### src/rtl/ptr_agen_pkg.sv
package ptr_agen_pkg;
  typedef enum logic [1:0] {
    MOD_HOLD = 2'b00,
    MOD_INC  = 2'b01,
    MOD_DEC  = 2'b10,
    MOD_INC2 = 2'b11
  } mod_e;
endpackage

### src/rtl/ptr_agen_step.sv
module ptr_agen_step
  import ptr_agen_pkg::*;
#(
  parameter int PTR_W = 8
) (
  input  logic [PTR_W-1:0] cur,
  input  logic             fixed,
  input  mod_e             mode,
  output logic [PTR_W-1:0] addr,
  output logic [PTR_W-1:0] nxt
);
  always_comb begin
    addr = cur;
    nxt  = cur;
    if (fixed) begin
      addr = {{(PTR_W-2){1'b0}}, mode};
    end else begin
      unique case (mode)
        MOD_INC, MOD_INC2: nxt = cur + 1'b1;
        MOD_DEC:           nxt = cur - 1'b1;
        default:           nxt = cur;
      endcase
    end
  end
endmodule

### src/rtl/ptr_bank.sv
module ptr_bank #(
  parameter int PTR_W  = 8,
  parameter int NPTR_B = 4,
  parameter int SEL_W  = 2
) (
  input  logic                          clk,
  input  logic                          rst,
  input  logic                          upd_en,
  input  logic [SEL_W-1:0]              upd_sel,
  input  logic [PTR_W-1:0]              upd_val,
  input  logic                          ld_en,
  input  logic [SEL_W-1:0]              ld_sel,
  input  logic [PTR_W-1:0]              ld_val,
  output logic [NPTR_B-1:0][PTR_W-1:0]  ptrs
);
  for (genvar g = 0; g < NPTR_B; g++) begin : g_ptr
    if (g == NPTR_B - 1) begin : g_fixed
      // last pointer of a bank is a constant base, never stored
      assign ptrs[g] = '0;
    end else begin : g_reg
      always_ff @(posedge clk) begin
        if (rst)
          ptrs[g] <= '0;
        else if (ld_en && ld_sel == SEL_W'(g))
          ptrs[g] <= ld_val;
        else if (upd_en && upd_sel == SEL_W'(g))
          ptrs[g] <= upd_val;
      end
    end
  end
endmodule

### src/rtl/ptr_agen.sv
module ptr_agen
  import ptr_agen_pkg::*;
#(
  parameter int PTR_W         = 8,
  parameter int PTRS_PER_BANK = 4,
  parameter int NBANKS        = 2
) (
  input  logic       clk,
  input  logic       rst,
  input  logic       req_valid,
  input  logic [2:0] req_idx,
  input  logic [1:0] req_mod,
  input  logic       req_wr,
  input  logic       ld_en,
  input  logic [2:0] ld_idx,
  input  logic [7:0] ld_val,
  input  logic [2:0] rd_idx,
  output logic [7:0] rd_ptr,
  output logic       acc_valid,
  output logic       acc_bank,
  output logic [7:0] acc_addr,
  output logic       acc_wr
);
  localparam int SEL_W  = $clog2(PTRS_PER_BANK);
  localparam int BANK_W = $clog2(NBANKS);
  localparam int IDX_W  = SEL_W + BANK_W;
  localparam int NPTR   = NBANKS * PTRS_PER_BANK;
  localparam logic [SEL_W-1:0] FIX_SEL = SEL_W'(PTRS_PER_BANK - 1);

  logic [NPTR-1:0][PTR_W-1:0] ptr_q;
  logic [BANK_W-1:0] req_bank, ld_bank;
  logic [SEL_W-1:0]  req_sel, ld_sel;
  logic [PTR_W-1:0]  cur_ptr, step_addr, step_nxt;
  logic              req_fixed;
  mod_e              req_mode;

  assign req_bank  = req_idx[IDX_W-1 -: BANK_W];
  assign req_sel   = req_idx[SEL_W-1:0];
  assign ld_bank   = ld_idx[IDX_W-1 -: BANK_W];
  assign ld_sel    = ld_idx[SEL_W-1:0];
  assign req_fixed = (req_sel == FIX_SEL);
  assign req_mode  = mod_e'(req_mod);
  assign cur_ptr   = ptr_q[req_idx];

  ptr_agen_step #(.PTR_W(PTR_W)) u_step (
    .cur   (cur_ptr),
    .fixed (req_fixed),
    .mode  (req_mode),
    .addr  (step_addr),
    .nxt   (step_nxt)
  );

  for (genvar b = 0; b < NBANKS; b++) begin : g_bank
    ptr_bank #(
      .PTR_W  (PTR_W),
      .NPTR_B (PTRS_PER_BANK),
      .SEL_W  (SEL_W)
    ) u_bank (
      .clk     (clk),
      .rst     (rst),
      .upd_en  (req_valid && req_bank == BANK_W'(b)),
      .upd_sel (req_sel),
      .upd_val (step_nxt),
      .ld_en   (ld_en && ld_bank == BANK_W'(b)),
      .ld_sel  (ld_sel),
      .ld_val  (ld_val),
      .ptrs    (ptr_q[b*PTRS_PER_BANK +: PTRS_PER_BANK])
    );
  end

  assign rd_ptr = ptr_q[rd_idx];

  always_ff @(posedge clk) begin
    if (rst) begin
      acc_valid <= 1'b0;
      acc_bank  <= '0;
      acc_addr  <= '0;
      acc_wr    <= 1'b0;
    end else begin
      acc_valid <= req_valid;
      if (req_valid) begin
        acc_bank <= req_bank;
        acc_addr <= step_addr;
        acc_wr   <= req_wr;
      end
    end
  end
endmodule

### config.mk
export PLATFORM = sky130hd
export DESIGN_NAME = ptr_agen
export DESIGN_NICKNAME = d
export VERILOG_FILES = /design/src/rtl/ptr_agen_pkg.sv /design/src/rtl/ptr_agen_step.sv /design/src/rtl/ptr_bank.sv /design/src/rtl/ptr_agen.sv
export SDC_FILE = /design/constraint.sdc
export NUM_CORES = 1
export LEC_CHECK = 0
export ABC_AREA = 1
export BUFFER_PORTS_ARGS = -buffer_cell sky130_fd_sc_hd__buf_2
export CAP_MARGIN = 30
export CORE_MARGIN = 1.5
export CORE_UTILIZATION = 30
export CTS_BUF_LIST = sky130_fd_sc_hd__clkbuf_8 sky130_fd_sc_hd__clkbuf_16
export DETAILED_ROUTE_END_ITERATION = 10
export SYNTH_ARGS = -nofsm -noshare
export SYNTH_HDL_FRONTEND = slang
export SYNTH_SLANG_ARGS = --single-unit
### constraint.sdc
create_clock -name clk -period 3.3 [get_ports clk]
set_input_delay 0.495 -clock clk [delete_from_list [all_inputs] [get_ports clk]]
set_output_delay 0.495 -clock clk [all_outputs]
set_load 0.05 [all_outputs]
==> flow_summary.toml, run 1 <==
[outcome]
status = "complete, no violations"

[route]
wl_per_cell_um = 16.3
drtIter0Drc = 428
dr.pass1.iters = 6
dr_total_vias = 4180
detail-route-antenna-nets = 0
wirelength_um = 13300
drc_errors = 0
post_drt_via_cell_ratio = 5.14

[synth]
synthAdderAreaFrac_pct = 2.50
synthTopCellsByArea = "dfxtp_1, nand2_1, inv_1, a21oi_1, o21ai_0"
synthesis.instances = 601
synth_xor_area_share_pct = 0.921
ys_warn_count = 0
synth.avg_cell_area_um2 = 6.33
synth-seq-area-share_pct = 31.1
synth_top_area_cell = "dfxtp_1"
synth.distinct_cells = 34
ys_ff_latch = 59
synth_area_um2 = 3800
synth_compound_area_share_pct = 25.8
synth.net_count = 632
netlist.area_leader.share_pct = 31.1
synth_top_family_by_area = "simple AND/OR/NAND/NOR gates"
synth-simple-area-share_pct = 27.8
synthMuxAreaShare_pct = 0

[finish]
multi_input_area_um2 = 2170
final_cells = 814
fin_nets = 672
final_util_pct = 36.7
drive_above_1_share_pct = 15.6
antenna_cells = 0
seq_area_um2 = 1180
fillers = 1361
area_growth_pct = 17.8

[floorplan]
row_count = 40
io_pins = 43
core_area_um2 = 12200
initial_core_util_pct = 31.1
die_w_um = 116
design.die.area_um2 = 13400
fp.dieH_um = 116

[worst_setup_path]
cp-start-kind = "primary input"
crit_fanout = 13
critical_path_class = "primary input to register"
endpoint_kind = "register"
crit_required_ns = 3.55
worstPathArrival_ns = 3.13

[sta]
tns_ns = 0
clock.fmax_mhz = 347
whs_ns = 0.385
fin_crit_ns = 2.88
rsz0062_at_grt = "no"
final_hold_viol_count = 0
fin_skew_ns = 0.0116
worst_pin_slew_ns = 0.903
setup_slack_ns = 0.418
period_share_pct = 87.3
setup_viol = 0
maxSlewViolCount = 0
maxSlewHeadroom_pct = 39.6

[power]
ir_drop_mv = 0.244
p_int_mw = 1.45
p_seq_share_pct = 36.2
p_switching_mw = 0.654
p_clk_share_pct = 45.5
powerDensity_nw_per_um2 = 469
pwr-share-comb_pct = 18.3
leakage_nw = 1.81
switching_share_pct = 31.2

[placed_design]
dp_slack_ns = 0.102
placed_cells_incl_taps = 798
gp_congestion = 0.934
portBuffers = 42
dp_hpwl_um = 9870

[clocking]
post-cts-setup-buffers = 0
cts.sinks = 59
h-tree-depth = 3
cts_tree = "yes"
cts_resized = 0
cts_made_buffers = 9
cts_buffer_depth = 2
cts_root_buf = "clkbuf_16"
worstSkewPairLatency_ns = 0.34
clk_pin_slew_ns = 0.05
postCtsHoldBufs = 0

[grt]
grt_usage_pct = 20.6
grt_start_max_net_pins = 39
grt_pass1_wl_um = 21100
antenna_found_initial = 0
gr-total-overflow = 0
grt_pass1_vias = 3852

[flow_run]
drv_cap = 0

[worst_hold_path]
min_path_type = "primary input to register"
[logic make-up (layout without fill, tap and decap cells)]
kind of cell / after synthesis / after routing
AOI/OAI and AO/OA: 168 / 168
xor gates and xnor gates: 4 / 4
adders and majority gates: 7 / 7
buffers and inverters: 117 / 162
DFF: 59 / 59
and+or+nand+nor: 246 / 246
[layout make-up]
| cell class | instances | share of cell area (%) |
|---|---|---|
| Multi-Input combinational cell | 425 | 48.4 |
| Tap cell | 168 | 4.69 |
| Clock inverter | 6 | 1.45 |
| Timing Repair Buffer | 46 | 5.36 |
| Inverter | 100 | 8.38 |
| Clock buffer | 10 | 5.34 |
| Sequential cell | 59 | 26.4 |
[Yosys cell counts]
| master | n |
|---|---|
| nand2_1 | 173 |
| inv_1 | 91 |
| dfxtp_1 | 59 |
| a21oi_1 | 53 |
| o21ai_0 | 46 |
| nor2_1 | 32 |
| a31oi_1 | 26 |
| o22ai_1 | 20 |
| nand3_1 | 19 |
| clkbuf_1 | 14 |
| inv_2 | 9 |
| o21ai_2 | 7 |
| ha_1 | 6 |
| nand2_2 | 5 |
| nor3_2 | 5 |
| o221ai_1 | 5 |
| nand3_2 | 4 |
| o21ai_1 | 4 |
| xor2_1 | 4 |
| a221oi_1 | 2 |
| buf_4 | 2 |
| nor2_2 | 2 |
| nor2_4 | 2 |
| a21oi_2 | 1 |
| a31o_2 | 1 |
| a31oi_4 | 1 |
| buf_6 | 1 |
| fa_1 | 1 |
| nand2_4 | 1 |
| nand3b_1 | 1 |
| nand4_2 | 1 |
| nor3_1 | 1 |
| o211ai_1 | 1 |
| o21bai_1 | 1 |
[metrics by stage]
step                power [mW]  cell area [µm²]
CTS                       2.10             4480
global placement          1.15             4170
detailed placement        1.15             4170
global route              2.19             4480
floorplan                 1.04             3800
finish                    2.10             4480
[routing by layer]
metal	up-vias	routed length, µm	global-route usage, %
met5	-	0	0
met4	0	146	5.10
met3	14	1170	3.87
met2	204	5870	32.2
met1	1912	6070	29.2
li1	2050	-	-
[registers in the layout, indices dropped and copies added, names as in the netlist]
signal and count:
acc_addr 8, acc_wr 1, acc_bank 1, g_bank.u_bank.ptrs 48
acc_valid 1
[worst max-delay path, stage by stage]
cell	delay, ns
buf_2	0.15
inv_2	0.09
nor2_4	0.30
inv_2	0.13
o221ai_1	0.18
nand2_1	0.09
o21ai_2	0.12
ha_1	0.32
a21oi_1	0.24
o21bai_1	0.09
a21oi_1	0.22
nand2_1	0.08
nand2_1	0.10
nand3_1	0.10
nand2_2	0.15
nand3_1	0.11
a21oi_1	0.16
[cell usage in the layout (no fill, tap or decap), drive strengths merged, types with 2 or more instances in the layout]
cell type / synthesis / layout
a21oi: 54 / 54
dfxtp: 59 / 59
o221ai: 5 / 5
nor3: 6 / 6
clkbuf: 14 / 10
a31oi: 27 / 27
ha: 6 / 6
inv: 100 / 100
a221oi: 2 / 2
o22ai: 20 / 20
clkinvlp: 0 / 4
nor2: 36 / 36
nand3: 23 / 23
buf: 3 / 46
o21ai: 57 / 57
nand2: 179 / 179
xor2: 4 / 4
[power groups by stage]
stage | Combinational (mW) | Sequential (mW) | Clock [mW]
after floorplan | 0.245 | 0.791 | 0
after global routing | 0.418 | 0.763 | 1.01
after global placement | 0.374 | 0.775 | 0
after CTS | 0.379 | 0.760 | 0.963
after detailed placement | 0.377 | 0.775 | 0
final | 0.383 | 0.761 | 0.956
[final timing paths]
check | from | endpoint | slack, ns | depth (start not counted)
max reg2reg | g_bank[1].u_bank.ptrs[20] | g_bank[0].u_bank.ptrs[23] | 0.76 | 14
min | req_wr | acc_wr | 0.39 | 3
max | req_idx[0] | g_bank[0].u_bank.ptrs[23] | 0.42 | 17
min reg2reg | acc_addr[4] | acc_addr[4] | 0.46 | 2
Power figures use the tool's default switching activity.
==> run 2: changes to the inputs <==
Settings changed: CTS_BUF_LIST sky130_fd_sc_hd__clkbuf_8 sky130_fd_sc_hd__clkbuf_16 to sky130_fd_sc_hd__clkbuf_4 sky130_fd_sc_hd__clkbuf_8, CTS_CLUSTER_DIAMETER from default to 200.
==> run 2 against run 1 <==
Compared with the run above: sequential power about the same; die area unchanged; maximum frequency increased by 0.45%; first-iteration DRC count increased by 4.0%; clock skew increased by 0.0031 ns; flip-flop and latch count unchanged; via count increased by 0.29%; global-route usage decreased by 0.13 points; combinational power about the same; critical endpoint unchanged.
==> flow_summary.toml, run 2 (synthesized netlist as in run 1, its figures left out) <==
[route]
drtIter0Drc = 445
drc_errors = 0
post_drt_via_cell_ratio = 5.15
wirelength_um = 13300
dr_total_vias = 4192
wl_per_cell_um = 16.4
dr.pass1.iters = 5
detail-route-antenna-nets = 0

[sta]
whs_ns = 0.370
maxSlewHeadroom_pct = 36.1
setup_viol = 0
setup_slack_ns = 0.431
maxSlewViolCount = 0
rsz0062_at_grt = "no"
final_hold_viol_count = 0
period_share_pct = 86.9
fin_skew_ns = 0.0147
clock.fmax_mhz = 349
worst_pin_slew_ns = 0.955
fin_crit_ns = 2.87
tns_ns = 0

[placed_design]
placed_cells_incl_taps = 798
dp_slack_ns = 0.102
gp_congestion = 0.934
dp_hpwl_um = 9870
portBuffers = 42

[finish]
antenna_cells = 0
fillers = 1379
largest_reg_flops = 48
top_register = "g_bank.u_bank.ptrs"
most-common-layout-cells = "nand2_1, inv_1, dfxtp_1"
final_cells = 814
reg_top3 = "g_bank.u_bank.ptrs: 48 flops, acc_addr: 8 flops"
seq_area_um2 = 1180
multi_input_area_um2 = 2170
area_growth_pct = 15.1
drive_above_1_share_pct = 15.6
layout_commonest_cell = "nand2_1"
fin_nets = 672

[floorplan]
io_pins = 43
design.die.area_um2 = 13400
fp.dieH_um = 116
core_area_um2 = 12200
row_count = 40
die_w_um = 116
initial_core_util_pct = 31.1

[grt]
antenna_found_initial = 0
grt_pass1_wl_um = 20900
gr-total-overflow = 0
grt_pass1_vias = 3838
grt_usage_pct = 20.5
grt_start_max_net_pins = 39

[power]
pwr-share-comb_pct = 20.9
ir_drop_mv = 0.161
p_int_mw = 1.21
powerDensity_nw_per_um2 = 418
total_power_mw = 1.83
p_switching_mw = 0.621
p_clk_share_pct = 37.6
switching_share_pct = 33.9
leakage_nw = 1.77
p_seq_share_pct = 41.5

[worst_setup_path]
crit_required_ns = 3.56
ff2ff_path_depth = 14
endpoint_kind = "register"
critical_path_class = "primary input to register"
cp-start-kind = "primary input"
crit_fanout = 13
worstPathArrival_ns = 3.13

[clocking]
cts_made_buffers = 9
postCtsHoldBufs = 0
cts_resized = 0
post-cts-setup-buffers = 0
cts_buffer_depth = 2
cts_root_buf = "clkbuf_8"
h-tree-depth = 3
worstSkewPairLatency_ns = 0.35
clk_pin_slew_ns = 0.07
cts_tree = "yes"
cts.sinks = 59

[worst_hold_path]
min_path_type = "primary input to register"
hold_path_depth = 3

[outcome]
status = "complete, no violations"

[flow_run]
drv_cap = 0
## run 2: cell counts in the layout (fill, tap and decap cells not counted)
Identical to the previous run, type by type.
## run 2: critical path: stages
cell and delay (ns):
buf_2 0.16, inv_2 0.10, nor2_4 0.30, inv_2 0.13, o221ai_1 0.18, nand2_1 0.09
o21ai_2 0.12, ha_1 0.32, a21oi_1 0.24, o21bai_1 0.09, a21oi_1 0.22, nand2_1 0.08
nand2_1 0.09, nand3_1 0.10, nand2_2 0.15, nand3_1 0.11, a21oi_1 0.16
## run 2: final cells by class
cell class                 count  share of cell area (%)
multi-input combinational    425                    49.5
sequential                    59                    27.0
inverter                     100                    8.58
timing repair buffer          46                    5.49
tap                          168                    4.80
clock buffer                  10                    3.14
clock inverter                 6                    1.49
## run 2: power groups by stage
stage | sequential, mW | combinational (mW) | clock, mW
2_1_floorplan | 0.791 | 0.245 | 0
3_5_place_dp | 0.775 | 0.377 | 0
6_report | 0.759 | 0.383 | 0.689
3_3_place_gp | 0.775 | 0.374 | 0
5_1_grt | 0.762 | 0.417 | 0.734
4_1_cts | 0.759 | 0.379 | 0.694
## run 2: final timing paths
| path | slack, ns | start | to |
|---|---|---|---|
| worst max-delay path | 0.43 | req_idx[0] | g_bank[0].u_bank.ptrs[23] |
| worst min-delay path | 0.37 | req_wr | acc_wr |
| worst max register to register | 0.74 | g_bank[1].u_bank.ptrs[20] | g_bank[0].u_bank.ptrs[23] |
| worst min register to register | 0.46 | acc_addr[4] | acc_addr[4] |
## run 2: metrics by stage
stage,instance area (µm²),util (%)
final,4380,35.8
after global routing,4380,35.8
after CTS,4380,35.8
after detailed placement,4170,34.2
after global placement,4170,34.2
after floorplan,3800,-
## run 2: layer usage
metal,global-route usage [%],part of all wire (%)
met1,29.0,45
met2,31.8,44
met3,3.03,9.3
met4,7.00,1.6
met5,0,0
==> run 3: changes to the inputs <==
Settings changed: CORE_MARGIN 1.5 to 10.
==> run 3 against run 2 <==
Compared with the run above: clock power increased by 15%; routed wire length fell by 0.47%; global-route usage down 5.5 points; first-iteration DRC count decreased by 6.1%; via count down 2.6%; cell count grew 0.37%; clock skew shrank 0.0018 ns; critical path depth did not move; combinational power about the same; flip-flop and latch count unchanged; sequential power about the same; critical endpoint unchanged; largest cell class unchanged; largest power group is now clock.
==> flow_summary.toml, run 3 (synthesized netlist as in run 1, its figures left out) <==
[floorplan]
die_w_um = 133
row_count = 41
core_area_um2 = 12500
initial_core_util_pct = 30.4
fp.dieH_um = 133
io_pins = 43
design.die.area_um2 = 17600

[sta]
setup_viol = 0
final_hold_viol_count = 0
rsz0062_at_grt = "no"
worst_pin_slew_ns = 0.785
tns_ns = 0
period_share_pct = 84.4
maxSlewHeadroom_pct = 47.4
fin_skew_ns = 0.0129
fin_crit_ns = 2.79
whs_ns = 0.373
clock.fmax_mhz = 359
setup_slack_ns = 0.514
maxSlewViolCount = 0

[route]
wirelength_um = 13300
detail-route-antenna-nets = 0
dr_total_vias = 4082
drc_errors = 0
dr.pass1.iters = 5
post_drt_via_cell_ratio = 5.00
drtIter0Drc = 418
wl_per_cell_um = 16.2

[clocking]
postCtsHoldBufs = 0
worstSkewPairLatency_ns = 0.37
cts_tree = "yes"
h-tree-depth = 3
cts_root_buf = "clkbuf_8"
cts.sinks = 59
cts_buffer_depth = 2
clk_pin_slew_ns = 0.07
cts_resized = 0
cts_made_buffers = 9
post-cts-setup-buffers = 0

[worst_setup_path]
crit_required_ns = 3.59
endpoint_kind = "register"
worstPathArrival_ns = 3.08
cp-start-kind = "primary input"
max_stage_delay_ns = 0.32
cp_cell_sequence = "buf_2, inv_2, nor2_4, inv_2, o221ai_1, nand2_1, o21ai_2, ha_1, a21oi_1, o21bai_1, a21oi_1, nand2_1, nand2_1, nand3_1, nand2_2, nand3_1, a21oi_1"
crit_fanout = 13
crit_buf_inv = 3
crit_slowest_cell = "ha_1"
critical_path_class = "primary input to register"
cpLargestDelayFamily = "compound AO/OA/AOI/OAI gates"

[worst_hold_path]
min_path_type = "primary input to register"

[finish]
final_cells = 817
area_growth_pct = 15.8
stdcell_area_um2 = 4400
drive_above_1_share_pct = 15.5
antenna_cells = 0
reg_top3 = "g_bank.u_bank.ptrs: 48 flops, acc_addr: 8 flops"
fin_nets = 671
largest_reg_flops = 48
most-common-layout-cells = "nand2_1, inv_1, dfxtp_1"
layout_commonest_cell = "nand2_1"
top_register = "g_bank.u_bank.ptrs"

[placed_design]
dp_slack_ns = 0.169
place_area_um2 = 4170
gp_congestion = 0.896
dp_hpwl_um = 9780
placed_cells_incl_taps = 801
portBuffers = 42

[grt]
grt_pass1_vias = 3841
antenna_found_initial = 0
grt_start_max_net_pins = 34
gr-total-overflow = 0
grt_usage_pct = 15.0
grt_pass1_wl_um = 21200

[flow_run]
drv_cap = 0

[power]
ir_drop_mv = 0.152
leakage_nw = 1.79
powerDensity_nw_per_um2 = 440

[outcome]
status = "complete, no violations"
run 3: cell count changes in the layout (fill, tap and decap cells not counted):
cell        delta
bufinv_16      +1
buf_4          -1
clkbuf_4       +1
clkinvlp_4     -3
clkbuf_8       +1
run 3: cell type report:
type | instances | area [µm²]
fill | 1393 | 8110
multi-input combinational | 425 | 2170
sequential | 59 | 1180
inverter | 100 | 375
timing repair buffer | 45 | 233
tap | 172 | 215
clock buffer | 12 | 159
clock inverter | 4 | 72.6
run 3: report_power, final:
| group | switching, mW | internal (mW) | total [mW] |
|---|---|---|---|
| clock | 0.321 | 0.474 | 0.795 |
| sequential | 0.0181 | 0.740 | 0.759 |
| combinational | 0.282 | 0.101 | 0.383 |
| total | 0.621 | 1.32 | 1.94 |
run 3: worst min-delay path, cell delays in order:
cell    delay (ns)
buf_2         0.08
nor2_1        0.04
nor2_1        0.09
run 3: worst paths after layout:
kind	to	depth (start not counted)	startpoint	slack, ns
hold / removal	acc_wr	3	req_wr	0.37
setup / recovery	g_bank[0].u_bank.ptrs[23]	17	req_idx[0]	0.51
hold reg to reg	acc_addr[4]	2	acc_addr[4]	0.47
setup reg to reg	g_bank[0].u_bank.ptrs[23]	14	g_bank[1].u_bank.ptrs[20]	0.77
run 3: through the flow:
stage	power [mW]	util, %
after global routing	2.01	35.2
after global placement	1.15	33.3
after detailed placement	1.15	33.3
after CTS	1.94	35.2
after floorplan	1.04	-
final	1.94	35.2
run 3: metal layers:
metal / vias up / wire (µm) / global-route usage (%)
met1: 1836 / 6180 / 20.2
met4: 0 / 186 / 3.91
met3: 18 / 1140 / 4.01
li1: 2048 / - / -
met2: 180 / 5750 / 23.0
met5: - / 0 / 0
